$ cat config.mk
export PLATFORM = sky130hd
export DESIGN_NAME = mxbs_ctrl
export DESIGN_NICKNAME = d
export VERILOG_FILES = /design/src/rtl/mxbs_pkg.sv /design/src/rtl/mxbs_tap_fsm.sv /design/src/rtl/mxbs_ir.sv /design/src/rtl/mxbs_scan_reg.sv /design/src/rtl/mxbs_ctrl.sv
export SDC_FILE = /design/constraint.sdc
export NUM_CORES = 1
export LEC_CHECK = 0
export CORE_MARGIN = 3
export CORE_UTILIZATION = 38
export CTS_CLUSTER_DIAMETER = 50
export DETAILED_ROUTE_END_ITERATION = 7
export DONT_BUFFER_PORTS = 1
export PLACE_DENSITY = 0.49
export RECOVER_POWER = 25
export SLEW_MARGIN = 20
export SYNTH_ARGS = -nofsm -noshare
export SYNTH_HDL_FRONTEND = slang
export SYNTH_SLANG_ARGS = --single-unit
$ cat constraint.sdc
create_clock -name tck -period 1.89 [get_ports tck]
set_input_delay 0.0945 -clock tck [delete_from_list [all_inputs] [get_ports tck]]
set_output_delay 0.0945 -clock tck [all_outputs]
set_load 0.02 [all_outputs]
$ cat src/rtl/mxbs_pkg.sv
package mxbs_pkg;

  typedef enum logic [3:0] {
    TS_TLR, TS_RTI, TS_SEL_DR, TS_CAP_DR, TS_SH_DR, TS_EX1_DR, TS_PAU_DR, TS_EX2_DR,
    TS_UPD_DR, TS_SEL_IR, TS_CAP_IR, TS_SH_IR, TS_EX1_IR, TS_PAU_IR, TS_EX2_IR, TS_UPD_IR
  } tap_state_e;

  typedef enum logic [1:0] {
    MODE_MISSION = 2'd0,
    MODE_ISOLATE = 2'd1,
    MODE_PROBE   = 2'd2
  } abm_mode_e;

  localparam int ABM_W  = 4;
  localparam int SW_N   = 6;
  localparam int SW_CORE = 0;
  localparam int SW_VH   = 1;
  localparam int SW_VL   = 2;
  localparam int SW_VG   = 3;
  localparam int SW_AB1  = 4;
  localparam int SW_AB2  = 5;

  // word = {D, C, B1, B2}
  function automatic logic [SW_N-1:0] abm_switches(input abm_mode_e m, input logic [ABM_W-1:0] word);
    logic d, c, b1, b2;
    logic [SW_N-1:0] sw;
    {d, c, b1, b2} = word;
    sw = '0;
    case (m)
      MODE_ISOLATE: begin
        sw[SW_VH]  = c & d;
        sw[SW_VL]  = c & ~d;
        sw[SW_VG]  = ~c & d;
        sw[SW_AB1] = b1;
        sw[SW_AB2] = b2;
      end
      MODE_PROBE: begin
        sw[SW_CORE] = 1'b1;
        sw[SW_AB1]  = ~d & ~c & b1;
        sw[SW_AB2]  = ~d & ~c & b2;
      end
      default: sw[SW_CORE] = 1'b1;
    endcase
    return sw;
  endfunction

  function automatic tap_state_e tap_next(input tap_state_e s, input logic tms);
    case (s)
      TS_TLR:    return tms ? TS_TLR    : TS_RTI;
      TS_RTI:    return tms ? TS_SEL_DR : TS_RTI;
      TS_SEL_DR: return tms ? TS_SEL_IR : TS_CAP_DR;
      TS_CAP_DR: return tms ? TS_EX1_DR : TS_SH_DR;
      TS_SH_DR:  return tms ? TS_EX1_DR : TS_SH_DR;
      TS_EX1_DR: return tms ? TS_UPD_DR : TS_PAU_DR;
      TS_PAU_DR: return tms ? TS_EX2_DR : TS_PAU_DR;
      TS_EX2_DR: return tms ? TS_UPD_DR : TS_SH_DR;
      TS_UPD_DR: return tms ? TS_SEL_DR : TS_RTI;
      TS_SEL_IR: return tms ? TS_TLR    : TS_CAP_IR;
      TS_CAP_IR: return tms ? TS_EX1_IR : TS_SH_IR;
      TS_SH_IR:  return tms ? TS_EX1_IR : TS_SH_IR;
      TS_EX1_IR: return tms ? TS_UPD_IR : TS_PAU_IR;
      TS_PAU_IR: return tms ? TS_EX2_IR : TS_PAU_IR;
      TS_EX2_IR: return tms ? TS_UPD_IR : TS_SH_IR;
      default:   return tms ? TS_SEL_DR : TS_RTI;
    endcase
  endfunction

endpackage

$ cat src/rtl/mxbs_tap_fsm.sv
module mxbs_tap_fsm
  import mxbs_pkg::*;
(
  input  logic       tck,
  input  logic       trst_n,
  input  logic       tms,
  output tap_state_e state_q
);

  always_ff @(posedge tck or negedge trst_n) begin
    if (!trst_n) state_q <= TS_TLR;
    else         state_q <= tap_next(state_q, tms);
  end

endmodule

$ cat src/rtl/mxbs_ir.sv
module mxbs_ir
  import mxbs_pkg::*;
#(
  parameter int             IR_W       = 8,
  parameter logic [IR_W-1:0] OP_EXTEST = 8'h00,
  parameter logic [IR_W-1:0] OP_PROBE  = 8'h01,
  parameter logic [IR_W-1:0] OP_SAMPLE = 8'h02,
  parameter logic [IR_W-1:0] OP_BYPASS = 8'hFF
) (
  input  logic            tck,
  input  logic            trst_n,
  input  logic            tdi,
  input  tap_state_e      state,
  output logic [IR_W-1:0] ir_q,
  output logic            ir_so,
  output abm_mode_e       mode,
  output logic            sel_bsr
);

  localparam logic [IR_W-1:0] IR_CAPTURE = {{(IR_W-2){1'b0}}, 2'b01};

  logic [IR_W-1:0] ir_sh;

  always_ff @(posedge tck or negedge trst_n) begin
    if (!trst_n) begin
      ir_sh <= IR_CAPTURE;
      ir_q  <= OP_BYPASS;
    end else begin
      case (state)
        TS_TLR:    ir_q  <= OP_BYPASS;
        TS_CAP_IR: ir_sh <= IR_CAPTURE;
        TS_SH_IR:  ir_sh <= {tdi, ir_sh[IR_W-1:1]};
        TS_UPD_IR: ir_q  <= ir_sh;
        default: ;
      endcase
    end
  end

  assign ir_so = ir_sh[0];

  always_comb begin
    mode    = MODE_MISSION;
    sel_bsr = 1'b0;
    if (ir_q == OP_EXTEST) begin
      mode    = MODE_ISOLATE;
      sel_bsr = 1'b1;
    end else if (ir_q == OP_PROBE) begin
      mode    = MODE_PROBE;
      sel_bsr = 1'b1;
    end else if (ir_q == OP_SAMPLE) begin
      sel_bsr = 1'b1;
    end
  end

endmodule

$ cat src/rtl/mxbs_scan_reg.sv
module mxbs_scan_reg #(
  parameter int W = 14
) (
  input  logic         tck,
  input  logic         trst_n,
  input  logic         clr,
  input  logic         cap_en,
  input  logic         sh_en,
  input  logic         upd_en,
  input  logic         tdi,
  input  logic [W-1:0] cap_val,
  output logic         so,
  output logic [W-1:0] lat_q
);

  logic [W-1:0] sh_q;

  always_ff @(posedge tck or negedge trst_n) begin
    if (!trst_n) begin
      sh_q  <= '0;
      lat_q <= '0;
    end else if (clr) begin
      sh_q  <= '0;
      lat_q <= '0;
    end else begin
      if (cap_en)     sh_q <= cap_val;
      else if (sh_en) sh_q <= {tdi, sh_q[W-1:1]};
      if (upd_en)     lat_q <= sh_q;
    end
  end

  assign so = sh_q[0];

endmodule

$ cat src/rtl/mxbs_ctrl.sv
module mxbs_ctrl
  import mxbs_pkg::*;
#(
  parameter int NUM_ABM = 2,
  parameter int TBIC_W  = 4,
  parameter int IR_W    = 8
) (
  input  logic                    tck,
  input  logic                    trst_n,
  input  logic                    tms,
  input  logic                    tdi,
  output logic                    tdo,
  input  logic [NUM_ABM-1:0]      abm_cmp,
  input  logic                    dig_pin,
  input  logic                    core_dout,
  output logic                    core_din,
  output logic                    dig_pout,
  output logic [1:0]              abm_mode,
  output logic [NUM_ABM*SW_N-1:0] abm_sw,
  output logic [TBIC_W-1:0]       tbic_sw
);

  localparam int DBM_W     = 2;
  localparam int DBM_OUT   = 0;
  localparam int DBM_IN    = 1;
  localparam int ABM_BASE  = DBM_W;
  localparam int TBIC_BASE = ABM_BASE + NUM_ABM * ABM_W;
  localparam int BSR_W     = TBIC_BASE + TBIC_W;

  tap_state_e      state;
  abm_mode_e       mode;
  logic [IR_W-1:0] ir_q;
  logic            ir_so, sel_bsr;
  logic            bsr_so, byp_q;
  logic [BSR_W-1:0] cap_vec, bsr_lat;

  // named events for the checker
  logic in_tlr, cap_dr_evt, sh_dr_evt, upd_dr_evt;
  assign in_tlr     = (state == TS_TLR);
  assign cap_dr_evt = (state == TS_CAP_DR) && sel_bsr;
  assign sh_dr_evt  = (state == TS_SH_DR)  && sel_bsr;
  assign upd_dr_evt = (state == TS_UPD_DR) && sel_bsr;

  mxbs_tap_fsm u_fsm (
    .tck(tck), .trst_n(trst_n), .tms(tms), .state_q(state)
  );

  mxbs_ir #(.IR_W(IR_W)) u_ir (
    .tck(tck), .trst_n(trst_n), .tdi(tdi), .state(state),
    .ir_q(ir_q), .ir_so(ir_so), .mode(mode), .sel_bsr(sel_bsr)
  );

  always_comb begin
    cap_vec          = '0;
    cap_vec[DBM_OUT] = core_dout;
    cap_vec[DBM_IN]  = dig_pin;
    for (int k = 0; k < NUM_ABM; k++)
      cap_vec[ABM_BASE + k*ABM_W + ABM_W-1] = abm_cmp[k];
  end

  mxbs_scan_reg #(.W(BSR_W)) u_bsr (
    .tck(tck), .trst_n(trst_n), .clr(in_tlr),
    .cap_en(cap_dr_evt), .sh_en(sh_dr_evt), .upd_en(upd_dr_evt),
    .tdi(tdi), .cap_val(cap_vec), .so(bsr_so), .lat_q(bsr_lat)
  );

  always_ff @(posedge tck or negedge trst_n) begin
    if (!trst_n)                  byp_q <= 1'b0;
    else if (state == TS_CAP_DR)  byp_q <= 1'b0;
    else if (state == TS_SH_DR)   byp_q <= tdi;
  end

  always_comb begin
    case (state)
      TS_SH_IR: tdo = ir_so;
      TS_SH_DR: tdo = sel_bsr ? bsr_so : byp_q;
      default:  tdo = 1'b0;
    endcase
  end

  for (genvar k = 0; k < NUM_ABM; k++) begin : g_abm
    assign abm_sw[k*SW_N +: SW_N] = abm_switches(mode, bsr_lat[ABM_BASE + k*ABM_W +: ABM_W]);
  end

  assign abm_mode = mode;
  assign tbic_sw  = (mode == MODE_MISSION) ? '0 : bsr_lat[TBIC_BASE +: TBIC_W];
  assign core_din = (mode == MODE_ISOLATE) ? bsr_lat[DBM_IN]  : dig_pin;
  assign dig_pout = (mode == MODE_ISOLATE) ? bsr_lat[DBM_OUT] : core_dout;

endmodule

* Word level (Yosys, flattened, before mapping) *
Index checks and enable logic that the tools add are counted.

operators by class
  equality and inequality tests = 18
  muxes and demuxes = 37
  bitwise operators = 16
  reductions and logical operators = 13

operator list
  cell                  number
  $mux W14              5
  $pmux W4 S11          1
  $eq A4 B4 Y1 const B  8
  $pmux W8 S2           2
  $mux W4               5
  $eq A4 B3 Y1 const B  4
  $and A1 B1 Y1         12
  $mux W1               12
  $mux W3               4
  $mux W2               5
  $eq A4 B2 Y1 const B  2
  $eq A8 B1 Y1 const B  1
  $eq A8 B2 Y1 const B  1
  $logic_not A8 Y1      1
  $pmux W2 S2           2
  $reduce_bool A2 Y1    4
  $logic_not A4 Y1      1
  $not A1 Y1            4
  $reduce_or A2 Y1      2
  $logic_and A1 B1 Y1   3
  $reduce_bool A3 Y1    1
  $eq A2 B1 Y1 const B  1
  $eq A2 B2 Y1 const B  1
  $logic_not A2 Y1      1
  $pmux W1 S2           1

word-level totals
  bits in registers = 49
  input bits = 8
  output and inout bits = 21
  word-level logic and storage cells = 90

* Longest topological paths before layout *
Gate-level depths: netlist of the first run.

  depth in word-level cells = 8
  gate-level depth with buffers = 7
  mapped depth without buffers = 5

* Cells and area by module *
Synthesis of the first run repeated with hierarchy kept, for this count alone.

unflattened totals
  cells, all modules = 275
  area total of the unflattened synthesis = 2675.1 um2

modules (own cells, without submodules)
  module         instances  cells each  area an instance (um2)  sequential area each (um2)
  mxbs_scan_reg  1          108         1295.0                  700.7
  mxbs_ir        1          78          754.5                   411.6
  mxbs_ctrl      1          52          325.3                   25.0
  mxbs_tap_fsm   1          37          300.3                   100.1

* Worst setup path before layout of the first run *
No wires, ideal clock.

  kind = reg2out
  start point = reg u_ir.ir_q[3]
  end point = out abm_sw[9]
  arrival = 1.912 ns
  required time = 1.796 ns
  setup slack = -0.117 ns
  stages on the path, launching flop included = 4
  path buffers = 0
  cell sequence = dfstp_2 or4_4 or3_4 nor3b_1

between the ends
  longest elaborated chain between the ends = 5
  elaborated cells on any way between the ends = 6
  those cells by class = 2 x eq/ne; 3 x mux; 1 x reduce/logical

RTL lines
  element                 RTL line         text
  start, declared         mxbs_ir.sv:14    output logic [IR_W-1:0] ir_q,
  start signal, assigned  mxbs_ir.sv:33    TS_UPD_IR: ir_q <= ir_sh;
  $eq A8 B1 Y1            mxbs_ir.sv:47    end else if (ir_q == OP_PROBE) begin
  $mux W2                 mxbs_ir.sv:47
  $mux W2 *               mxbs_ir.sv:44    if (ir_q == OP_EXTEST) begin
  $eq A2 B1 Y1 *          mxbs_pkg.sv:29   case (m)
  $mux W3 *               mxbs_pkg.sv:29
  end, declared           mxbs_ctrl.sv:19  output logic [NUM_ABM*SW_N-1:0] abm_sw,

Every way passes the cells marked *; elsewhere a longest branch is shown, timed or not.

* Final worst setup path of the first run *
  start point = reg u_ir.ir_q[3]
  end point = out core_din

between the ends
  longest elaborated chain between the ends = 5
  elaborated cells on any way between the ends = 6
  those cells by class = 2 x eq/ne; 3 x mux; 1 x reduce/logical

RTL lines
  element         RTL line         text
  $eq A8 B1 Y1    mxbs_ir.sv:47
  $mux W2         mxbs_ir.sv:47
  $mux W2 *       mxbs_ir.sv:44
  $eq A2 B1 Y1 *  mxbs_ctrl.sv:87  assign core_din = (mode == MODE_ISOLATE) ? bsr_lat[DBM_IN] : dig_pin;
  $mux W1 *       mxbs_ctrl.sv:87
  end, declared   mxbs_ctrl.sv:16  output logic core_din,

Marked as above.

==> results of run 1 <==
-- routing by layer --
layer / wire length [um] / GRT usage / up-vias
met1: 2841 / 0.2559 / 873
met3: 216 / 0.03689 / 4
li1: - / - / 905
met4: 50 / 0.03885 / 0
met5: 0 / 0 / -
met2: 2521 / 0.2436 / 33
-- area by class of cell --
class                           count  area, sq um  share of cell area
Sequential cell                    49         1237              0.4324
Tap cell                           75        93.84             0.03279
Clock buffer                        6        72.57             0.02536
Inverter                            3        16.27            0.005684
Timing Repair Buffer               34        299.0              0.1045
Multi-Input combinational cell    173         1129              0.3944
Clock inverter                      2        13.76            0.004810
-- timing repair --
action,CTS,global route
hold buffers,7,0
gates resized for setup,29,4
pin swaps,5,3
buffers inserted,2,3
cloned,1,0
endpoints found under the setup margin,31,37
hold endpoints to repair,58,0
-- cell usage after synthesis (all sizes together) (5+ instances only) --
| cell | instances |
|---|---|
| dfrtp | 40 |
| nand2 | 45 |
| mux2i | 9 |
| dfstp | 9 |
| nand3 | 8 |
| buf | 8 |
| and2 | 5 |
| o21ai | 29 |
| clkbuf | 6 |
| nor2 | 14 |
| o22a | 8 |
| a22o | 9 |
| and3 | 7 |
-- worst max-delay path by stage --
| stage | from | end | slack [ps] | depth (start not counted) |
|---|---|---|---|---|
| CTS | u_ir.ir_q[3]$_DFFE_PN1P_ | core_din | -250 | 4 |
| global route | u_ir.ir_q[3]$_DFFE_PN1P_ | abm_sw[2] | -290 | 6 |
| detailed placement | u_ir.ir_q[1]$_DFFE_PN1P_ | u_bsr.sh_q[12]$_DFFE_PN0P_ | -30 | 5 |
| finish | u_ir.ir_q[3]$_DFFE_PN1P_ | core_din | -240 | 4 |
| floorplan | u_ir.ir_q[3]$_DFFE_PN1P_ | abm_sw[3] | 20 | 5 |
| global placement | u_ir.ir_q[1]$_DFFE_PN1P_ | u_bsr.sh_q[4]$_DFFE_PN0P_ | 4 | 5 |
-- through the flow --
step / power (W) / instances / util
after floorplan: 0.002214 / 239 / -
after global placement: 0.002561 / 321 / 0.4290
after detailed placement: 0.002573 / 321 / 0.4290
after CTS: 0.003251 / 339 / 0.4743
after global routing: 0.003473 / 342 / 0.4777
final: 0.003237 / 342 / 0.4777
-- state kept, by name, summed over array words and instances (netlist names) --
name and cells:
u_fsm.state_q 4, u_bsr.lat_q 14, byp_q 1, u_ir.ir_sh 8
u_bsr.sh_q 14, u_ir.ir_q 8
-- power breakdown --
part / switching, W / internal (W)
Clock: 0.000343 / 0.000264
Sequential: 0.000239 / 0.00131
Combinational: 0.000615 / 0.000461
Total: 0.00120 / 0.00204
-- cells by family (layout without fill, tap and decap cells) --
| kind of cell | Yosys count | in the layout |
|---|---|---|
| buffers and inverters | 17 | 45 |
| DFF | 49 | 49 |
| AOI/OAI and AO/OA | 60 | 60 |
| muxes | 11 | 11 |
| and+or+nand+nor | 101 | 101 |
| xor gates and xnor gates | 1 | 1 |
-- worst reg2reg max path, stage by stage (launching register included) --
cell and delay (ps):
dfstp_2 380, or4_4 550, buf_4 150, buf_6 120, nor4b_4 290, o31ai_4 170
a32o_1 240
-- placed cells by master (no fill, tap or decap), types with 2 or more instances in the layout --
cell	count
nor2b_1	3
nand3_1	8
buf_6	5
nand3b_1	2
and2_4	4
mux2_4	2
nor2_4	2
nand4_1	2
nand2_1	45
nand2b_1	4
o21ai_0	29
buf_4	21
and3_4	4
clkbuf_8	5
and3_2	2
mux2i_1	9
inv_6	2
dlygate4sd3_1	6
nor2_1	11
o22a_1	7
a211oi_1	2
a21oi_1	3
a22o_1	9
o211ai_1	2
inv_1	2
dfstp_2	9
dfrtp_1	40
==> impl_metrics.env, run 1 <==
export IMPL_routed_via_density=5.307
export IMPL_die_w_um=84.97
export IMPL_synth_top_area_share=0.4224
export IMPL_cts_made_buffers=5
export IMPL_synth_distinct_cells=45
export IMPL_wl_mm=5.629
export IMPL_critPathTopFamily="simple AND/OR/NAND/NOR gates"
export IMPL_synth_compound_area_frac=0.1727
export IMPL_dpl_worst_slack_ps=-28.81
export IMPL_vias=1815
export IMPL_first_global_vias=1812
export IMPL_synth_xor_area_frac=0.003696
export IMPL_synth_edf_count=0
export IMPL_cellLeakagePower_nw=1.235
export IMPL_p_per_area_nw_per_um2=1131
export IMPL_period_minus_slack_ps=2131
export IMPL_cp_cell_sequence="or4_4 -> or3_4 -> inv_6 -> mux2_4"
export IMPL_synth_largest_area_cell="dfrtp_1"
export IMPL_synthMuxAreaShare=0.05069
export IMPL_drv_slew=0
export IMPL_drv_cap=0
export IMPL_avgSynthCellArea_sq_um=9.915
export IMPL_tightestPinTransition_ps=1191
export IMPL_status="finished, violations left"
export IMPL_antennaDiodeCount=0
export IMPL_cp_end_kind="output port"
export IMPL_io_pins=29
export IMPL_regToRegStartpoint="u_ir.ir_q[3]$_DFFE_PN1P_"
export IMPL_synthSimpleGateAreaFrac=0.2138
export IMPL_ir_drop_uv=559.4
export IMPL_cts_tree="built"
export IMPL_syn_inst=239
export IMPL_timing_final_setup_violations=31
export IMPL_synthArstFlopShare=1.000
export IMPL_r2r_slack_ps=-100
export IMPL_ys_warn_count=0
export IMPL_start_kind="register"
export IMPL_drt_pass1_iter_count=4
export IMPL_portBuffers=0
export IMPL_rows=28
export IMPL_synth_adder_area_share=0
export IMPL_critPathRequiredTime_ps=1800
export IMPL_clock_root_buffer="clkbuf_8"
export IMPL_violations="setup timing"
export IMPL_critPathMaxFanout=8
export IMPL_ys_ff_latch=49
export IMPL_grt_ovfl_total=0
export IMPL_rsz0062_at_grt="yes"
export IMPL_period_share=1.128
export IMPL_dominantRegCellSynth="dfrtp_1"
export IMPL_drc=0
export IMPL_grt_pass1_wl_mm=9.577
export IMPL_routedWlPerCell_um=16.46
export IMPL_cp_slowest_cell="or4_4"
export IMPL_setup_slack_ps=-241.2
export IMPL_seq_area_frac_synth=0.5222
export IMPL_grt_max_degree=50
export IMPL_fmax_mhz=469.2
export IMPL_place_congestion=0.7302
export IMPL_finClkSkew_ps=14.36
export IMPL_arrival_ps=2040
export IMPL_start_util=0.3956
export IMPL_crit_type="register to output port"
export IMPL_syn_nets=247
export IMPL_synth_area_top_cells="dfrtp_1 (42%), dfstp_2 (10%), nand2_1 (7.1%)"
export IMPL_path_buf_inv=1
export IMPL_htreeDepth=2
export IMPL_fillCellCount=597
export IMPL_hp_start="abm_cmp[0]"
export IMPL_hold_ws_ps=4.579
export IMPL_holdPathEnd="u_bsr.sh_q[5]$_DFFE_PN0P_"
export IMPL_die_y_um=84.97
export IMPL_syn_to_final_growth_pct=20.75
export IMPL_syn_area_sq_um=2370
export IMPL_placed_area_sq_um=2570
export IMPL_drtIter0Drc=70
export IMPL_r2r_end="u_bsr.sh_q[6]$_DFFE_PN0P_"
export IMPL_antenna_left=0
export IMPL_cts_clk_slew_worst_paths_ps=90
export IMPL_clk_insertion_delay_late_ps=300
export IMPL_hpwl_mm=3.751
export IMPL_min_path_cells=2
export IMPL_clockBufferDepth=2
export IMPL_core_sq_um=5991
export IMPL_synth_top_family_by_area="simple AND/OR/NAND/NOR gates"
export IMPL_fin_nets=274
export IMPL_finalHoldViolations=0
export IMPL_rr_worst_depth=6
export IMPL_timing_setup_tns_ps=-3967
export IMPL_cpPeakStageDelay_ps=550
export IMPL_die_area_sq_um=7220
export IMPL_drive_above_1_share=0.2584
export IMPL_min_path_type="input pin to register"
export IMPL_antenna_found_initial=0
export IMPL_cts_sinks=49
export IMPL_relSlewSlack=0.2058
export IMPL_postLayoutCellArea_sq_um=2861
export IMPL_track_usage=0.1680
Power figures use the tool's default switching activity.
==> run 2, diff against run 1 <==
Settings changed: CTS_BUF_LIST set to sky130_fd_sc_hd__clkbuf_2.
==> run 2 against run 1 <==
Against the previous run:
- the flow still finishes with violations (setup timing)
- worst setup slack lost 150 ps
- worst hold slack gained 40 ps
- non-clock buffer count grew 9
- critical path depth is the same
- largest power group unchanged
- core utilization grew 1.0 points
- via count grew 3.1%
- sequential power is essentially flat
- sequential cell count is the same
- clock skew grew 16 ps
- largest cell class unchanged
- maximum frequency shrank 6.5%
- combinational power grew 7%
==> impl_metrics.env, run 2 (synthesis results as in run 1) <==
export IMPL_period_minus_slack_ps=2281
export IMPL_first_global_vias=1898
export IMPL_fin_nets=283
export IMPL_clockBufferDepth=2
export IMPL_critPathMaxFanout=8
export IMPL_core_sq_um=5991
export IMPL_grt_ovfl_total=0
export IMPL_p_comb_frac=0.369
export IMPL_rr_worst_depth=7
export IMPL_switching_share=0.3879
export IMPL_met3_length_um=175
export IMPL_die_area_sq_um=7220
export IMPL_total_power_w=0.003145
export IMPL_rows=28
export IMPL_setup_slack_ps=-390.5
export IMPL_cts_tree="built"
export IMPL_dr_wl_met2_mm=2.593
export IMPL_portBuffers=0
export IMPL_drc=0
export IMPL_clock_root_buffer="clkbuf_2"
export IMPL_grt_max_degree=50
export IMPL_antenna_found_initial=0
export IMPL_wl_mm=5.714
export IMPL_cp_end_kind="output port"
export IMPL_fmax_mhz=438.5
export IMPL_start_util=0.3956
export IMPL_drt_pass1_iter_count=5
export IMPL_sequentialPowerShare=0.494
export IMPL_p_clk_frac=0.137
export IMPL_vias=1872
export IMPL_min_path_type="input pin to register"
export IMPL_routed_via_density=5.333
export IMPL_p_per_area_nw_per_um2=1076
export IMPL_start_kind="register"
export IMPL_die_y_um=84.97
export IMPL_grt_pass1_wl_mm=9.839
export IMPL_arrival_ps=2190
export IMPL_antennaDiodeCount=0
export IMPL_cellLeakagePower_nw=1.288
export IMPL_io_pins=29
export IMPL_cts_clk_slew_worst_paths_ps=210
export IMPL_finalHoldViolations=0
export IMPL_ir_drop_uv=602.9
export IMPL_relSlewSlack=0.2015
export IMPL_reg_top3="u_bsr.lat_q (14), u_bsr.sh_q (14)"
export IMPL_drive_above_1_share=0.2899
export IMPL_syn_to_final_growth_pct=23.34
export IMPL_r2r_end="u_bsr.sh_q[6]$_DFFE_PN0P_"
export IMPL_status="finished, violations left"
export IMPL_finClkSkew_ps=30.69
export IMPL_p_sw_w=0.001220
export IMPL_tightestPinTransition_ps=1198
export IMPL_hpwl_mm=3.751
export IMPL_die_w_um=84.97
export IMPL_cts_sinks=49
export IMPL_clk_insertion_delay_late_ps=430
export IMPL_drv_cap=0
export IMPL_cts_made_buffers=5
export IMPL_track_usage=0.1718
export IMPL_wl_met1_mm=2.885
export IMPL_period_share=1.207
export IMPL_crit_type="register to output port"
export IMPL_timing_setup_tns_ps=-8132
export IMPL_highest_layer="met4"
export IMPL_routedWlPerCell_um=16.28
export IMPL_crit_start="u_ir.ir_q[3]$_DFFE_PN1P_"
export IMPL_regToRegStartpoint="u_ir.ir_q[3]$_DFFE_PN1P_"
export IMPL_final_util=0.4879
export IMPL_final_common_cell="nand2_1"
export IMPL_fillCellCount=587
export IMPL_timing_final_setup_violations=31
export IMPL_critPathRequiredTime_ps=1800
export IMPL_drtIter0Drc=91
export IMPL_min_path_cells=4
export IMPL_cp_endpoint="core_din"
export IMPL_r2r_slack_ps=-210
export IMPL_antenna_left=0
export IMPL_final_cell_mix="nand2_1 (44), dfrtp_1 (40), o21ai_0 (28)"
export IMPL_p_int_w=0.001925
export IMPL_violations="setup timing"
export IMPL_drv_slew=0
export IMPL_rsz0062_at_grt="yes"
export IMPL_htreeDepth=2
export IMPL_place_congestion=0.7302
run 2: changes by cell type in the layout (fill, tap and decap cells not counted), moves of 2 or more:
cell and change:
buf_4 +6, buf_6 +2, clkbuf_2 +6, clkbuf_8 -5
run 2: routing by layer:
metal | GRT usage | vias to the layer above
li1 | - | 928
met1 | 0.2590 | 909
met2 | 0.2535 | 29
met3 | 0.03689 | 6
met4 | 0.03885 | 0
met5 | 0 | -
run 2: stage by stage:
| step | setup WS, ps | std cells | hold slack (ps) | area [sq um] |
|---|---|---|---|---|
| floorplan | 24.38 | 239 | -201.1 | 2377 |
| global placement | 3.631 | 321 | -199.9 | 2570 |
| detailed placement | -28.81 | 321 | -199.9 | 2570 |
| CTS | -415.2 | 349 | 38.15 | 2928 |
| global route | -482.3 | 351 | 27.00 | 2923 |
| finish | -390.5 | 351 | 44.57 | 2923 |
run 2: critical path: stages, from the launching register on:
cell and delay [ps]:
dfstp_2 420, or4_4 540, or3_4 380, inv_6 100, mux2_4 340
run 2: repair_timing:
item	4_1_cts	5_1_grt
gates cloned	1	0
gates resized for setup	41	2
endpoints found under the setup margin	31	39
pin swaps	9	3
buffers inserted	11	4
hold endpoints to repair	60	0
hold buffers	8	0
run 2: power groups by stage:
stage | logic [W] | registers (W) | clock network, W
4_1_cts | 0.00121 | 0.00154 | 0.000450
3_5_place_dp | 0.00102 | 0.00155 | 0
5_1_grt | 0.00130 | 0.00159 | 0.000505
3_3_place_gp | 0.00101 | 0.00155 | 0
6_report | 0.00116 | 0.00155 | 0.000432
2_1_floorplan | 0.000763 | 0.00145 | 0
run 2: how the worst min path moves through the flow:
stage / slack (ps) / start / end
after floorplan: -200 / trst_n / byp_q$_DFFE_PN0P_
after global routing: 30 / tms / u_fsm.state_q[1]$_DFF_PN0_
final: 40 / tms / u_fsm.state_q[1]$_DFF_PN0_
after CTS: 40 / tms / u_fsm.state_q[1]$_DFF_PN0_
after global placement: -200 / trst_n / u_bsr.lat_q[5]$_DFFE_PN0P_
after detailed placement: -200 / trst_n / u_bsr.lat_q[5]$_DFFE_PN0P_
run 2: area by class of cell:
type / instances / area [sq um] / area share
Sequential cell: 49 / 1237 / 0.4234
Multi-Input combinational cell: 173 / 1155 / 0.3951
Timing Repair Buffer: 43 / 376.6 / 0.1289
Tap cell: 75 / 93.84 / 0.03211
Clock buffer: 6 / 30.03 / 0.01027
Inverter: 3 / 16.27 / 0.005565
Clock inverter: 2 / 13.76 / 0.004709
